$ cat config.mk
export PLATFORM = sky130hd
export DESIGN_NAME = adc_seq_ctrl
export DESIGN_NICKNAME = d
export VERILOG_FILES = /design/src/rtl/adc_seq_pkg.sv /design/src/rtl/adc_seq_timer.sv /design/src/rtl/adc_sar_reg.sv /design/src/rtl/adc_result_reg.sv /design/src/rtl/adc_seq_ctrl.sv
export SDC_FILE = /design/constraint.sdc
export NUM_CORES = 1
export LEC_CHECK = 0
export ABC_AREA = 1
export BUFFER_PORTS_ARGS = -buffer_cell sky130_fd_sc_hd__buf_4
export CAP_MARGIN = 5
export CORE_MARGIN = 3
export CORE_UTILIZATION = 45
export DETAILED_ROUTE_END_ITERATION = 7
export MAX_ROUTING_LAYER = met4
export PLACE_DENSITY_LB_ADDON = 0.2
export REMOVE_ABC_BUFFERS = 1
export SLEW_MARGIN = 15
export SYNTH_ARGS = -nofsm -noshare
export SYNTH_HDL_FRONTEND = slang
export SYNTH_SLANG_ARGS = --single-unit
$ cat constraint.sdc
create_clock -name clk -period 3.2 [get_ports clk]
set_clock_uncertainty 0.05 [all_clocks]
set_input_delay 0.16 -clock clk [delete_from_list [all_inputs] [get_ports clk]]
set_output_delay 0.16 -clock clk [all_outputs]
set_load 0.1 [all_outputs]
$ cat src/rtl/adc_seq_pkg.sv
package adc_seq_pkg;

  typedef enum logic [1:0] {
    SEQ_IDLE = 2'd0,
    SEQ_ARM  = 2'd1,
    SEQ_RUN  = 2'd2
  } seq_state_e;

endpackage

$ cat src/rtl/adc_seq_timer.sv
module adc_seq_timer
  import adc_seq_pkg::*;
#(
  parameter int RES_W        = 10,
  parameter int CH_W         = 2,
  parameter int SAMPLE_TICKS = 8,
  parameter int TOTAL_TICKS  = 21,
  localparam int CNT_W       = $clog2(TOTAL_TICKS + 1),
  localparam int IDX_W       = (RES_W > 1) ? $clog2(RES_W) : 1
) (
  input  logic             clk,
  input  logic             rst_n,
  input  logic             tk,
  input  logic             start,
  input  logic [CH_W-1:0]  chan_sel,
  input  logic             chan_ok,
  output logic [CH_W-1:0]  chan_q,
  output logic             chan_ok_q,
  output logic             busy,
  output logic             sample_hold,
  output logic             trial_act,
  output logic [IDX_W-1:0] bit_idx,
  output logic             clear_acc,
  output logic             step,
  output logic             load
);

  localparam logic [CNT_W-1:0] LAST_CNT   = CNT_W'(TOTAL_TICKS - 1);
  localparam logic [CNT_W-1:0] SAMP_END   = CNT_W'(SAMPLE_TICKS);
  localparam logic [CNT_W-1:0] TRIAL_END  = CNT_W'(SAMPLE_TICKS + RES_W);
  localparam logic [CNT_W-1:0] TOP_BIT    = CNT_W'(RES_W - 1);

  seq_state_e       state_q, state_d;
  logic [CNT_W-1:0] cnt_q, cnt_d;
  logic [CH_W-1:0]  chan_d;
  logic             ok_d;
  logic [CNT_W-1:0] trial_n;
  logic [CNT_W-1:0] idx_full;
  logic             in_run;

  // next-state
  always_comb begin
    state_d = state_q;
    cnt_d   = cnt_q;
    chan_d  = chan_q;
    ok_d    = chan_ok_q;
    unique case (state_q)
      SEQ_IDLE: begin
        if (start) begin
          state_d = SEQ_ARM;
          chan_d  = chan_sel;
          ok_d    = chan_ok;
        end
      end
      SEQ_ARM: begin
        if (tk) begin
          state_d = SEQ_RUN;
          cnt_d   = '0;
        end
      end
      SEQ_RUN: begin
        if (tk) begin
          if (cnt_q == LAST_CNT) begin
            state_d = SEQ_IDLE;
            cnt_d   = '0;
          end else begin
            cnt_d = cnt_q + 1'b1;
          end
        end
      end
      default: state_d = SEQ_IDLE;
    endcase
  end

  // registers
  always_ff @(posedge clk or negedge rst_n) begin
    if (!rst_n) begin
      state_q   <= SEQ_IDLE;
      cnt_q     <= '0;
      chan_q    <= '0;
      chan_ok_q <= 1'b0;
    end else begin
      state_q   <= state_d;
      cnt_q     <= cnt_d;
      chan_q    <= chan_d;
      chan_ok_q <= ok_d;
    end
  end

  // decoded phase outputs
  always_comb begin
    in_run      = (state_q == SEQ_RUN);
    busy        = (state_q != SEQ_IDLE);
    sample_hold = in_run && (cnt_q < SAMP_END);
    trial_act   = in_run && (cnt_q >= SAMP_END) && (cnt_q < TRIAL_END);
    trial_n     = cnt_q - SAMP_END;
    idx_full    = TOP_BIT - trial_n;
    bit_idx     = idx_full[IDX_W-1:0];
    clear_acc   = (state_q == SEQ_ARM) && tk;
    step        = trial_act && tk;
    load        = in_run && tk && (cnt_q == LAST_CNT);
  end

endmodule

$ cat src/rtl/adc_sar_reg.sv
module adc_sar_reg #(
  parameter int RES_W  = 10,
  localparam int IDX_W = (RES_W > 1) ? $clog2(RES_W) : 1
) (
  input  logic             clk,
  input  logic             rst_n,
  input  logic             clear_acc,
  input  logic             step,
  input  logic             trial_act,
  input  logic [IDX_W-1:0] bit_idx,
  input  logic             cmp_in,
  output logic [RES_W-1:0] acc,
  output logic [RES_W-1:0] dac_code
);

  logic [RES_W-1:0] acc_d;

  for (genvar gi = 0; gi < RES_W; gi++) begin : g_bit
    logic hit;
    always_comb begin
      hit = (bit_idx == IDX_W'(gi));
      if (clear_acc)
        acc_d[gi] = 1'b0;
      else if (step && hit)
        acc_d[gi] = cmp_in;
      else
        acc_d[gi] = acc[gi];
      dac_code[gi] = acc[gi] | (trial_act && hit);
    end
  end

  always_ff @(posedge clk or negedge rst_n) begin
    if (!rst_n) acc <= '0;
    else        acc <= acc_d;
  end

endmodule

$ cat src/rtl/adc_result_reg.sv
module adc_result_reg #(
  parameter int RES_W = 10
) (
  input  logic             clk,
  input  logic             rst_n,
  input  logic             load,
  input  logic             chan_ok,
  input  logic [RES_W-1:0] acc,
  output logic [RES_W-1:0] result,
  output logic             result_invalid,
  output logic             done
);

  logic [RES_W-1:0] data_d;
  logic             inv_d;
  logic             data_en;

  always_comb begin
    data_en = load && chan_ok;
    data_d  = data_en ? acc : result;
    inv_d   = load ? !chan_ok : result_invalid;
  end

  always_ff @(posedge clk or negedge rst_n) begin
    if (!rst_n) begin
      result         <= '0;
      result_invalid <= 1'b0;
      done           <= 1'b0;
    end else begin
      result         <= data_d;
      result_invalid <= inv_d;
      done           <= load;
    end
  end

endmodule

$ cat src/rtl/adc_seq_ctrl.sv
module adc_seq_ctrl #(
  parameter int RES_W        = 10,
  parameter int N_CH         = 4,
  parameter int SAMPLE_TICKS = 8,
  parameter int TOTAL_TICKS  = 21,
  localparam int CH_W        = (N_CH > 1) ? $clog2(N_CH) : 1,
  localparam int IDX_W       = (RES_W > 1) ? $clog2(RES_W) : 1
) (
  input  logic             clk,
  input  logic             rst_n,
  input  logic             tick_en,
  input  logic             tick,
  input  logic [N_CH-1:0]  term_en,
  input  logic [CH_W-1:0]  chan_sel,
  input  logic             start,
  input  logic             cmp_in,
  output logic [CH_W-1:0]  mux_sel,
  output logic             sample_hold,
  output logic [RES_W-1:0] dac_code,
  output logic [RES_W-1:0] result,
  output logic             result_invalid,
  output logic             done,
  output logic             busy
);

  logic             tk;
  logic             chan_ok;
  logic             chan_ok_q;
  logic             trial_act;
  logic [IDX_W-1:0] bit_idx;
  logic             clear_acc;
  logic             step;
  logic             load;
  logic [RES_W-1:0] acc;

  always_comb begin
    tk      = tick && tick_en;
    chan_ok = term_en[chan_sel];
  end

  adc_seq_timer #(
    .RES_W       (RES_W),
    .CH_W        (CH_W),
    .SAMPLE_TICKS(SAMPLE_TICKS),
    .TOTAL_TICKS (TOTAL_TICKS)
  ) u_timer (
    .clk        (clk),
    .rst_n      (rst_n),
    .tk         (tk),
    .start      (start),
    .chan_sel   (chan_sel),
    .chan_ok    (chan_ok),
    .chan_q     (mux_sel),
    .chan_ok_q  (chan_ok_q),
    .busy       (busy),
    .sample_hold(sample_hold),
    .trial_act  (trial_act),
    .bit_idx    (bit_idx),
    .clear_acc  (clear_acc),
    .step       (step),
    .load       (load)
  );

  adc_sar_reg #(.RES_W(RES_W)) u_sar (
    .clk      (clk),
    .rst_n    (rst_n),
    .clear_acc(clear_acc),
    .step     (step),
    .trial_act(trial_act),
    .bit_idx  (bit_idx),
    .cmp_in   (cmp_in),
    .acc      (acc),
    .dac_code (dac_code)
  );

  adc_result_reg #(.RES_W(RES_W)) u_result (
    .clk           (clk),
    .rst_n         (rst_n),
    .load          (load),
    .chan_ok       (chan_ok_q),
    .acc           (acc),
    .result        (result),
    .result_invalid(result_invalid),
    .done          (done)
  );

endmodule

Word-level counts from Yosys, hierarchy flattened
Index checks and enable logic that the tools add are counted.

Add/sub/neg operators: 3. $lt $le $gt $ge: 4. Eq/ne operators: 16. Muxes and demuxes: 31. Bitwise gates (word level): 10. Reductions and logical operators: 47.

Operators with widths (number): $logic_and A1 B1 Y1 (29); $reduce_bool A2 Y1 (12); $mux W1 (21); $eq A4 B3 Y1 const B (4); $mux W5 (3); $or A1 B1 Y1 (10); $pmux W5 S2 (1); $eq A4 B2 Y1 const B (2); $eq A4 B4 Y1 const B (2); $mux W2 (4); $pmux W2 S3 (1); $add A5 B1 Y5 const B (1); $eq A5 B5 Y1 const B (1); $ge A5 B4 Y1 const B (1); $lt A5 B4 Y1 const B (1); $lt A5 B5 Y1 const B (1); $eq A4 B1 Y1 const B (1); $logic_not A4 Y1 (1); $ne A2 B1 Y1 const B (2); $ne A2 B2 Y1 const B (2); $reduce_and A4 Y1 (1); $sub A4 B4 Y4 const A (1); $sub A4 B4 Y4 const B (1); $lt A2 B3 Y1 const B (1); other kinds (7) (7).

Flip-flop bits (word level): 32. Input port bits: 12. Output and inout bits: 26. Logic and storage cells: 128.

Longest topological paths before layout
Gate-level depths: netlist of run 1.

Depth after elaboration: 7. Mapped depth: 9. Gate-level depth less buffers: 9.

Modules after synthesis
Synthesis of run 1 repeated with hierarchy kept, for this count alone.

Cells, all modules: 257. Area total of the unflattened synthesis: 1906.8 sq um.

Modules (own cells, without submodules): adc_sar_reg (instances 1, cells each 106, area an instance 738.2 sq um, seq. area each 250.2 sq um); adc_seq_timer (instances 1, cells each 87, area an instance 645.6 sq um, seq. area each 250.2 sq um); adc_result_reg (instances 1, cells each 49, area an instance 464.2 sq um, seq. area each 300.3 sq um); adc_seq_ctrl (instances 1, cells each 15, area an instance 58.8 sq um, seq. area each 0.0 sq um).

Least setup slack after synthesis of run 1
Ideal clock, no wire load.

Kind: flip-flop to output port. Start point: register u_timer.cnt_q[2]. End point: output port dac_code[0]. Data arrival time: 3.219 ns. Required time: 2.990 ns. Slack: -0.229 ns. Cell stages (with the launch flop): 8. Buffers on the path: 0. Path through: dfrtp_1 > inv_1 > ha_1 > inv_1 > nand2_1 > nand2_1 > nand3_1 > o21ai_0.

Longest elaborated chain between the ends: 5. Elaborated cells between the ends (all ways): 9. Those cells by class: add/sub (2); order compare (2); bitwise (1); reduce/logical (4).

Ends and longest elaborated chain: from (decl) (line adc_seq_timer.sv:34) `logic [CNT_W-1:0] cnt_q, cnt_d;`; from (signal assigned) (line adc_seq_timer.sv:84) `cnt_q <= cnt_d;`; $sub A4 B4 Y4 or $ge A5 B4 Y1 (tied branches) (line adc_seq_timer.sv:96, adc_seq_timer.sv:95); $sub A4 B4 Y4 or $logic_and A1 B1 Y1 (tied branches) (line adc_seq_timer.sv:97, adc_seq_timer.sv:95); $logic_not A4 Y1 or $logic_and A1 B1 Y1 (tied branches) (line adc_sar_reg.sv:21, adc_seq_timer.sv:95); $logic_and A1 B1 Y1 (*) (line adc_sar_reg.sv:28) `dac_code[gi] = acc[gi] | (trial_act && hit);`; $or A1 B1 Y1 (*) (line adc_sar_reg.sv:28); to (decl) (line adc_seq_ctrl.sv:19) `output logic [RES_W-1:0] dac_code,`.

Every way passes the cells marked *; elsewhere a longest branch is shown, timed or not.

Final worst setup path of run 1
Start point: register u_timer.cnt_q[1]. End point: output port dac_code[0].

The elaborated chain is that of the path after synthesis.

==> results.yml, run 1 <==
timing:
  hold_viol_final: 0
  rsz0062_at_grt: "no"
  holdWs_ns: 0.123
  tightest_slew_ns: 0.424
  finalSetupViolations: 0
  final.min_clock_period_ns: 2.31
  drv_slew: 0
  finalCritPeriodShare_pct: 72.3
  relSlewSlack_pct: 71.7
  max_freq_mhz: 432
  worst_slack_ns: 0.888
  fin_setup_tns_ns: 0
finish:
  drive_gt1_share_pct: 25.6
  seqCellArea_um2: 801
  antennaDiodeCount: 0
  final_util_pct: 58.3
  multi_input_area_um2: 831
  syn_to_final_growth_pct: 22.7
  fin_nets: 279
  fillers: 333
floorplanning:
  die_h_um: 68.8
  fp-row-count: 22
  io_pins: 38
  core_area_um2: 3740
  die_w_um: 68.8
  initial_utilization_pct: 47.5
  die_area_um2: 4740
route:
  dr.pass1.iters: 4
  wl_met2_mm: 1.68
  top_layer: "met4"
  drtIter0Drc: 95
  antenna_left: 0
  postRouteWirelength_mm: 3.51
  route.met3.wl_um: 150
  met1_length_mm: 1.64
  post_drt_wl_per_cell_um: 11.3
  drc: 0
  drt-vias-per-instance: 4.81
  dr_total_vias: 1492
cts:
  htreeDepth: 2
  clock_latency_ns: 0.29
  ctsResizeCount: 0
  cts_buffers: 5
  clkSinkCount: 32
  path_clk_slew_ns: 0.07
  cts_root_buf: "clkbuf_8"
  tritoncts: "yes"
  clockBufferDepth: 2
synth:
  yosysTopAreaCell: "dfrtp_1"
  synthCells: 220
  ys.warnings.count: 0
  synth_area_leaders: "dfrtp_1 45%, nor2_1 11%, nand2_1 6.5%, o21ai_0 5.4%, inv_1 5.3%"
  synthesis.area_um2: 1780
  synth.top_cell.area_share_pct: 45.1
  synth_area_per_cell_um2: 8.08
  yosysUniqueCellTypes: 24
  yosysSeqAreaShare_pct: 45.1
  yosys_register_bits: 32
run:
  cap_violations: 0
place:
  hpwlAfterDp_mm: 2.60
  gp_congestion: 0.835
  place_ws_ns: 1.20
  port_buffers: 37
critical_path:
  start_kind: "register"
  worstPathMaxFanout: 8
  crit_buf_inv: 3
  end_kind: "output pin"
  cpMaxStageDelayCell: "dfrtp_1"
  critPathTopFamily: "buffers and inverters"
  crit_arrival_ns: 2.10
  cp.required_ns: 2.99
  path_class: "register to output pin"
  slowest_delay_ns: 0.41
  crit_chain: "inv_1, ha_1, inv_1, nand2_1, nand2_1, nand3_1, o21ai_0, buf_4"
worst_hold_path:
  hold_path_class: "input pin to register"
status:
  outcome: "finished, final reports clean"
power:
  p_seq_share_pct: 31.8
  p_int_uw: 833
  p_per_area_nw_per_um2: 768
  power_switching_uw: 842
  swShare_pct: 50.3
  leakage_nw: 1.09
  pwr-share-clk_pct: 19.1
  ir_drop_v: 0.000817
  comb_power_share_pct: 49.1
global_route:
  grt_max_degree: 33
  track_usage_pct: 17.7
  first_global_vias: 1387
  antenna_found_initial: 0
  grt_pass1_wl_mm: 6.00
  gr-total-overflow: 0
per-layer routing:
layer,vias to the layer above,GRT usage [%]
li1,783,-
met3,5,5.83
met1,678,20.3
met4,0,4.87
met2,26,29.8
met5,-,-
repair_timing:
action                                 CTS  global route
hold buffers                             1             0
endpoints found under the hold margin   32             0
buffers inserted                         0             0
power by group through the flow:
stage	registers [mW]	clock network, mW	logic, mW
global placement	0.537	0	0.818
floorplan	0.642	0	0.536
global route	0.542	0.347	0.891
finish	0.532	0.319	0.823
detailed placement	0.541	0	0.823
CTS	0.532	0.329	0.826
final cells by class:
| cell class | instances | area share [%] |
|---|---|---|
| multi-input combinational | 156 | 38.1 |
| inverter | 27 | 4.65 |
| sequential | 32 | 36.7 |
| tap | 48 | 2.75 |
| clock buffer | 6 | 3.79 |
| clock inverter | 2 | 0.459 |
| timing repair buffer | 39 | 13.5 |
cells in the mapped netlist:
master   count
o21a_1       1
xor2_1       1
buf_6        3
a31oi_1      1
nand2_4      2
nor2_2       2
nand4_1      3
nor2_1      51
nand3_2      1
o21ai_2     10
a21oi_1      3
nand2_1     31
buf_2        2
nand4_4      1
nor2_8       1
o21ai_0     19
nand2_2      1
inv_1       25
inv_2        2
nor3_1      11
nand3_1     10
dfrtp_1     32
ha_1         6
nor2_4       1
cell families after synthesis:
logic type,Yosys count,synth area share [%]
and+or+nand+nor,115,30.1
AOI/OAI and AO/OA,34,11.9
xor gates and xnor gates,1,0.493
buffers and inverters,32,8.17
DFF,32,45.1
adders and majority gates,6,4.23
sequential cells by signal, indices dropped and copies added (netlist names):
register and count:
u_result.done 1, u_result.result 10, u_result.result_invalid 1, u_sar.acc 10, u_timer.chan_ok_q 1, u_timer.chan_q 2, u_timer.cnt_q 5, u_timer.state_q 2
layout by cell type (no fill, tap or decap), drive strengths merged:
master,Yosys,layout
dlygate4sd3,0,1
dfrtp,32,32
inv,27,27
ha,6,6
nand4,4,4
clkbuf,0,6
o21ai,29,29
clkinv,0,2
o21a,1,1
nand3,11,11
a31oi,1,1
nor2,55,55
nor3,11,11
buf,5,38
xor2,1,1
nand2,34,34
a21oi,3,3
worst min-delay path, delay by kind of cell:
family                 cells  cell delay, ns
AND/OR/NAND/NOR            1            0.03
AO/OA/AOI/OAI              2            0.14
buffers and inverters      1            0.08
path summary, 6_finish.rpt:
kind,from,endpoint,slack [ns],cells past startpoint
min in group asynchronous,rst_n,u_result.result[9]$_DFFE_PN0P_,0.29,2
hold / removal,chan_sel[1],u_timer.chan_ok_q$_DFFE_PN0P_,0.12,4
setup / recovery,u_timer.cnt_q[1]$_DFFE_PN0P_,dac_code[0],0.89,8
setup reg to reg,u_timer.cnt_q[1]$_DFFE_PN0P_,u_result.result[6]$_DFFE_PN0P_,1.44,7
hold reg to reg,u_result.result[6]$_DFFE_PN0P_,u_result.result[6]$_DFFE_PN0P_,0.43,2
max in group asynchronous,rst_n,u_result.result[6]$_DFFE_PN0P_,2.51,2
through the flow:
step / instance area (um2) / power, mW / std cells
2_1_floorplan: 1730 / 1.18 / 215
3_5_place_dp: 2080 / 1.36 / 301
3_3_place_gp: 2080 / 1.36 / 301
6_report: 2180 / 1.67 / 310
4_1_cts: 2180 / 1.69 / 310
5_1_grt: 2180 / 1.78 / 310
Power figures use the tool's default switching activity.
==> run 2: changes to the inputs <==
- clock period: 3.2 -> 2 ns (I/O delays scaled with it)
==> run 2 against run 1 <==
Against the previous run:
- critical path depth down 3
- combinational power increased to 2.6 times the previous value
- final cell count increased by 2.6%
- first-iteration DRC count down 13%
- core utilization up 11 points
- sequential share of layout area decreased by 6.0 points
- non-clock buffer count rose by 7
- critical endpoint is now dac_code[9]
- largest cell class unchanged
- largest power group unchanged
==> results.yml, run 2 (synthesized netlist as in run 1, its figures left out) <==
floorplanning:
  core_area_um2: 3740
  die_w_um: 68.8
  io_pins: 38
  fp-row-count: 22
  initial_utilization_pct: 47.5
  die_area_um2: 4740
  die_h_um: 68.8
route:
  antenna_left: 0
  postRouteWirelength_mm: 4.08
  drt-vias-per-instance: 4.86
  drc: 0
  post_drt_wl_per_cell_um: 12.8
  dr_total_vias: 1547
  dr.pass1.iters: 4
  drtIter0Drc: 83
global_route:
  gr-total-overflow: 0
  grt_pass1_wl_mm: 5.87
  track_usage_pct: 17.5
  antenna_found_initial: 0
  grt_max_degree: 33
  first_global_vias: 1387
timing:
  holdWs_ns: 0.0630
  hold_viol_final: 0
  final.min_clock_period_ns: 1.92
  max_freq_mhz: 521
  finalSetupViolations: 0
  fin_setup_tns_ns: 0
  drv_slew: 0
  finalCritPeriodShare_pct: 95.9
  relSlewSlack_pct: 72.2
  tightest_slew_ns: 0.417
cts:
  htreeDepth: 2
  clockBufferDepth: 2
  clock_latency_ns: 0.29
  path_clk_slew_ns: 0.07
  cts_buffers: 5
  tritoncts: "yes"
  clkSinkCount: 32
  cts_root_buf: "clkbuf_8"
finish:
  final_cell_mix: "51 x nor2_1, 34 x buf_4, 32 x dfrtp_1"
  layoutNonFillerInstCount: 318
  antennaDiodeCount: 0
  syn_to_final_growth_pct: 46.8
  drive_gt1_share_pct: 37.0
  top_regs: "u_result.result x10, u_sar.acc x10, u_timer.cnt_q x5"
  fin_nets: 287
  mostFrequentLayoutCell: "nor2_1"
worst_hold_path:
  hold_path_class: "input pin to register"
  holdPathStages: 4
  hold_end: "u_timer.chan_ok_q$_DFFE_PN0P_"
  min_from: "chan_sel[1]"
power:
  report.power.total_mw: 3.47
  power_switching_mw: 1.75
  leakage_nw: 1.21
  ir_drop_v: 0.00128
  swShare_pct: 50.3
  p_per_area_nw_per_um2: 1330
  comb_power_share_pct: 61.0
  p_seq_share_pct: 24.2
  p_int_mw: 1.73
  pwr-share-clk_pct: 14.9
critical_path:
  r2r_cells: 6
  regToRegSetupSlack_ns: 0.21
  rr_endpoint: "u_sar.acc[6]$_DFFE_PN0P_"
  rr_startpoint: "u_timer.cnt_q[4]$_DFFE_PN0P_"
  worstPathMaxFanout: 6
  start_kind: "register"
  end_kind: "output pin"
  crit_arrival_ns: 1.77
  path_class: "register to output pin"
  cp.required_ns: 1.85
place:
  placed_cells: 303
  hpwlAfterDp_mm: 2.63
  gp_congestion: 0.805
  port_buffers: 37
status:
  outcome: "finished, final reports clean"
run:
  cap_violations: 0
## run 2: changes by cell type in the layout (fill, tap and decap cells not counted), moves of 2 or more
cell and delta:
buf_12 +10, o21ai_0 -10, nand3_1 -8, nand3_4 +8
o21ai_4 +6, buf_4 -4, nand2_1 -4, nand2_4 +4
o21ai_2 +3, ha_1 -2, inv_1 -2
## run 2: cell type report
cell class,count,area (um2)
Clock buffer,6,82.6
Clock inverter,2,10.0
Fill cell,301,1130
Inverter,27,104
Multi-Input combinational cell,157,1070
Sequential cell,32,801
Tap cell,48,60.1
Timing Repair Buffer,46,477
## run 2: power by group through the flow
stage	sequential (mW)	combinational [mW]	clock, mW
after detailed placement	0.854	1.36	0
after CTS	0.836	1.43	0.523
after global routing	0.851	2.26	0.555
after floorplan	1.03	0.857	0
final	0.839	2.12	0.516
after global placement	0.848	1.35	0
## run 2: metrics by stage
stage | cell area, um2 | util (%) | setup slack (ns)
after global routing | 2610 | 69.7 | -0.0285
after global placement | 2090 | 55.9 | 0.160
final | 2610 | 69.7 | 0.0821
after CTS | 2270 | 60.5 | 0.0368
after detailed placement | 2090 | 55.9 | 0.0733
after floorplan | 1730 | - | -1.37
## run 2: how the worst max path moves through the flow
| stage | depth (start not counted) | slack, ns | endpoint | start |
|---|---|---|---|---|
| 2_1_floorplan | 7 | -1.37 | dac_code[0] | u_timer.cnt_q[2]$_DFFE_PN0P_ |
| 3_3_place_gp | 8 | 0.16 | dac_code[3] | u_timer.cnt_q[1]$_DFFE_PN0P_ |
| 3_5_place_dp | 8 | 0.07 | dac_code[0] | u_timer.cnt_q[1]$_DFFE_PN0P_ |
| 4_1_cts | 6 | 0.04 | dac_code[8] | u_timer.cnt_q[1]$_DFFE_PN0P_ |
| 5_1_grt | 7 | -0.03 | dac_code[8] | u_timer.cnt_q[2]$_DFFE_PN0P_ |
| 6_report | 5 | 0.08 | dac_code[9] | u_timer.cnt_q[0]$_DFFE_PN0P_ |
## run 2: per-layer routing
metal,part of all wire (%),track usage [%],vias to the layer above
met5,0,-,-
met4,1.3,6.57,0
met3,4.1,5.83,7
met2,51,29.1,26
met1,44,19.4,713
li1,-,-,801
## run 2: repair_timing
| item | 4_1_cts | 5_1_grt |
|---|---|---|
| hold buffers | 1 | 0 |
| endpoints found under the hold margin | 32 | 0 |
| setup endpoints to repair | 10 | 10 |
| cloned | 0 | 1 |
| resized for setup | 27 | 58 |
| pin swaps | 0 | 16 |
| buffers inserted | 1 | 4 |
## run 2: worst max-delay path, cell delays in order (launching register included)
cell	delay, ns
dfrtp_1	0.45
inv_1	0.12
ha_2	0.29
nand4_1	0.18
o21ai_1	0.19
buf_6	0.24
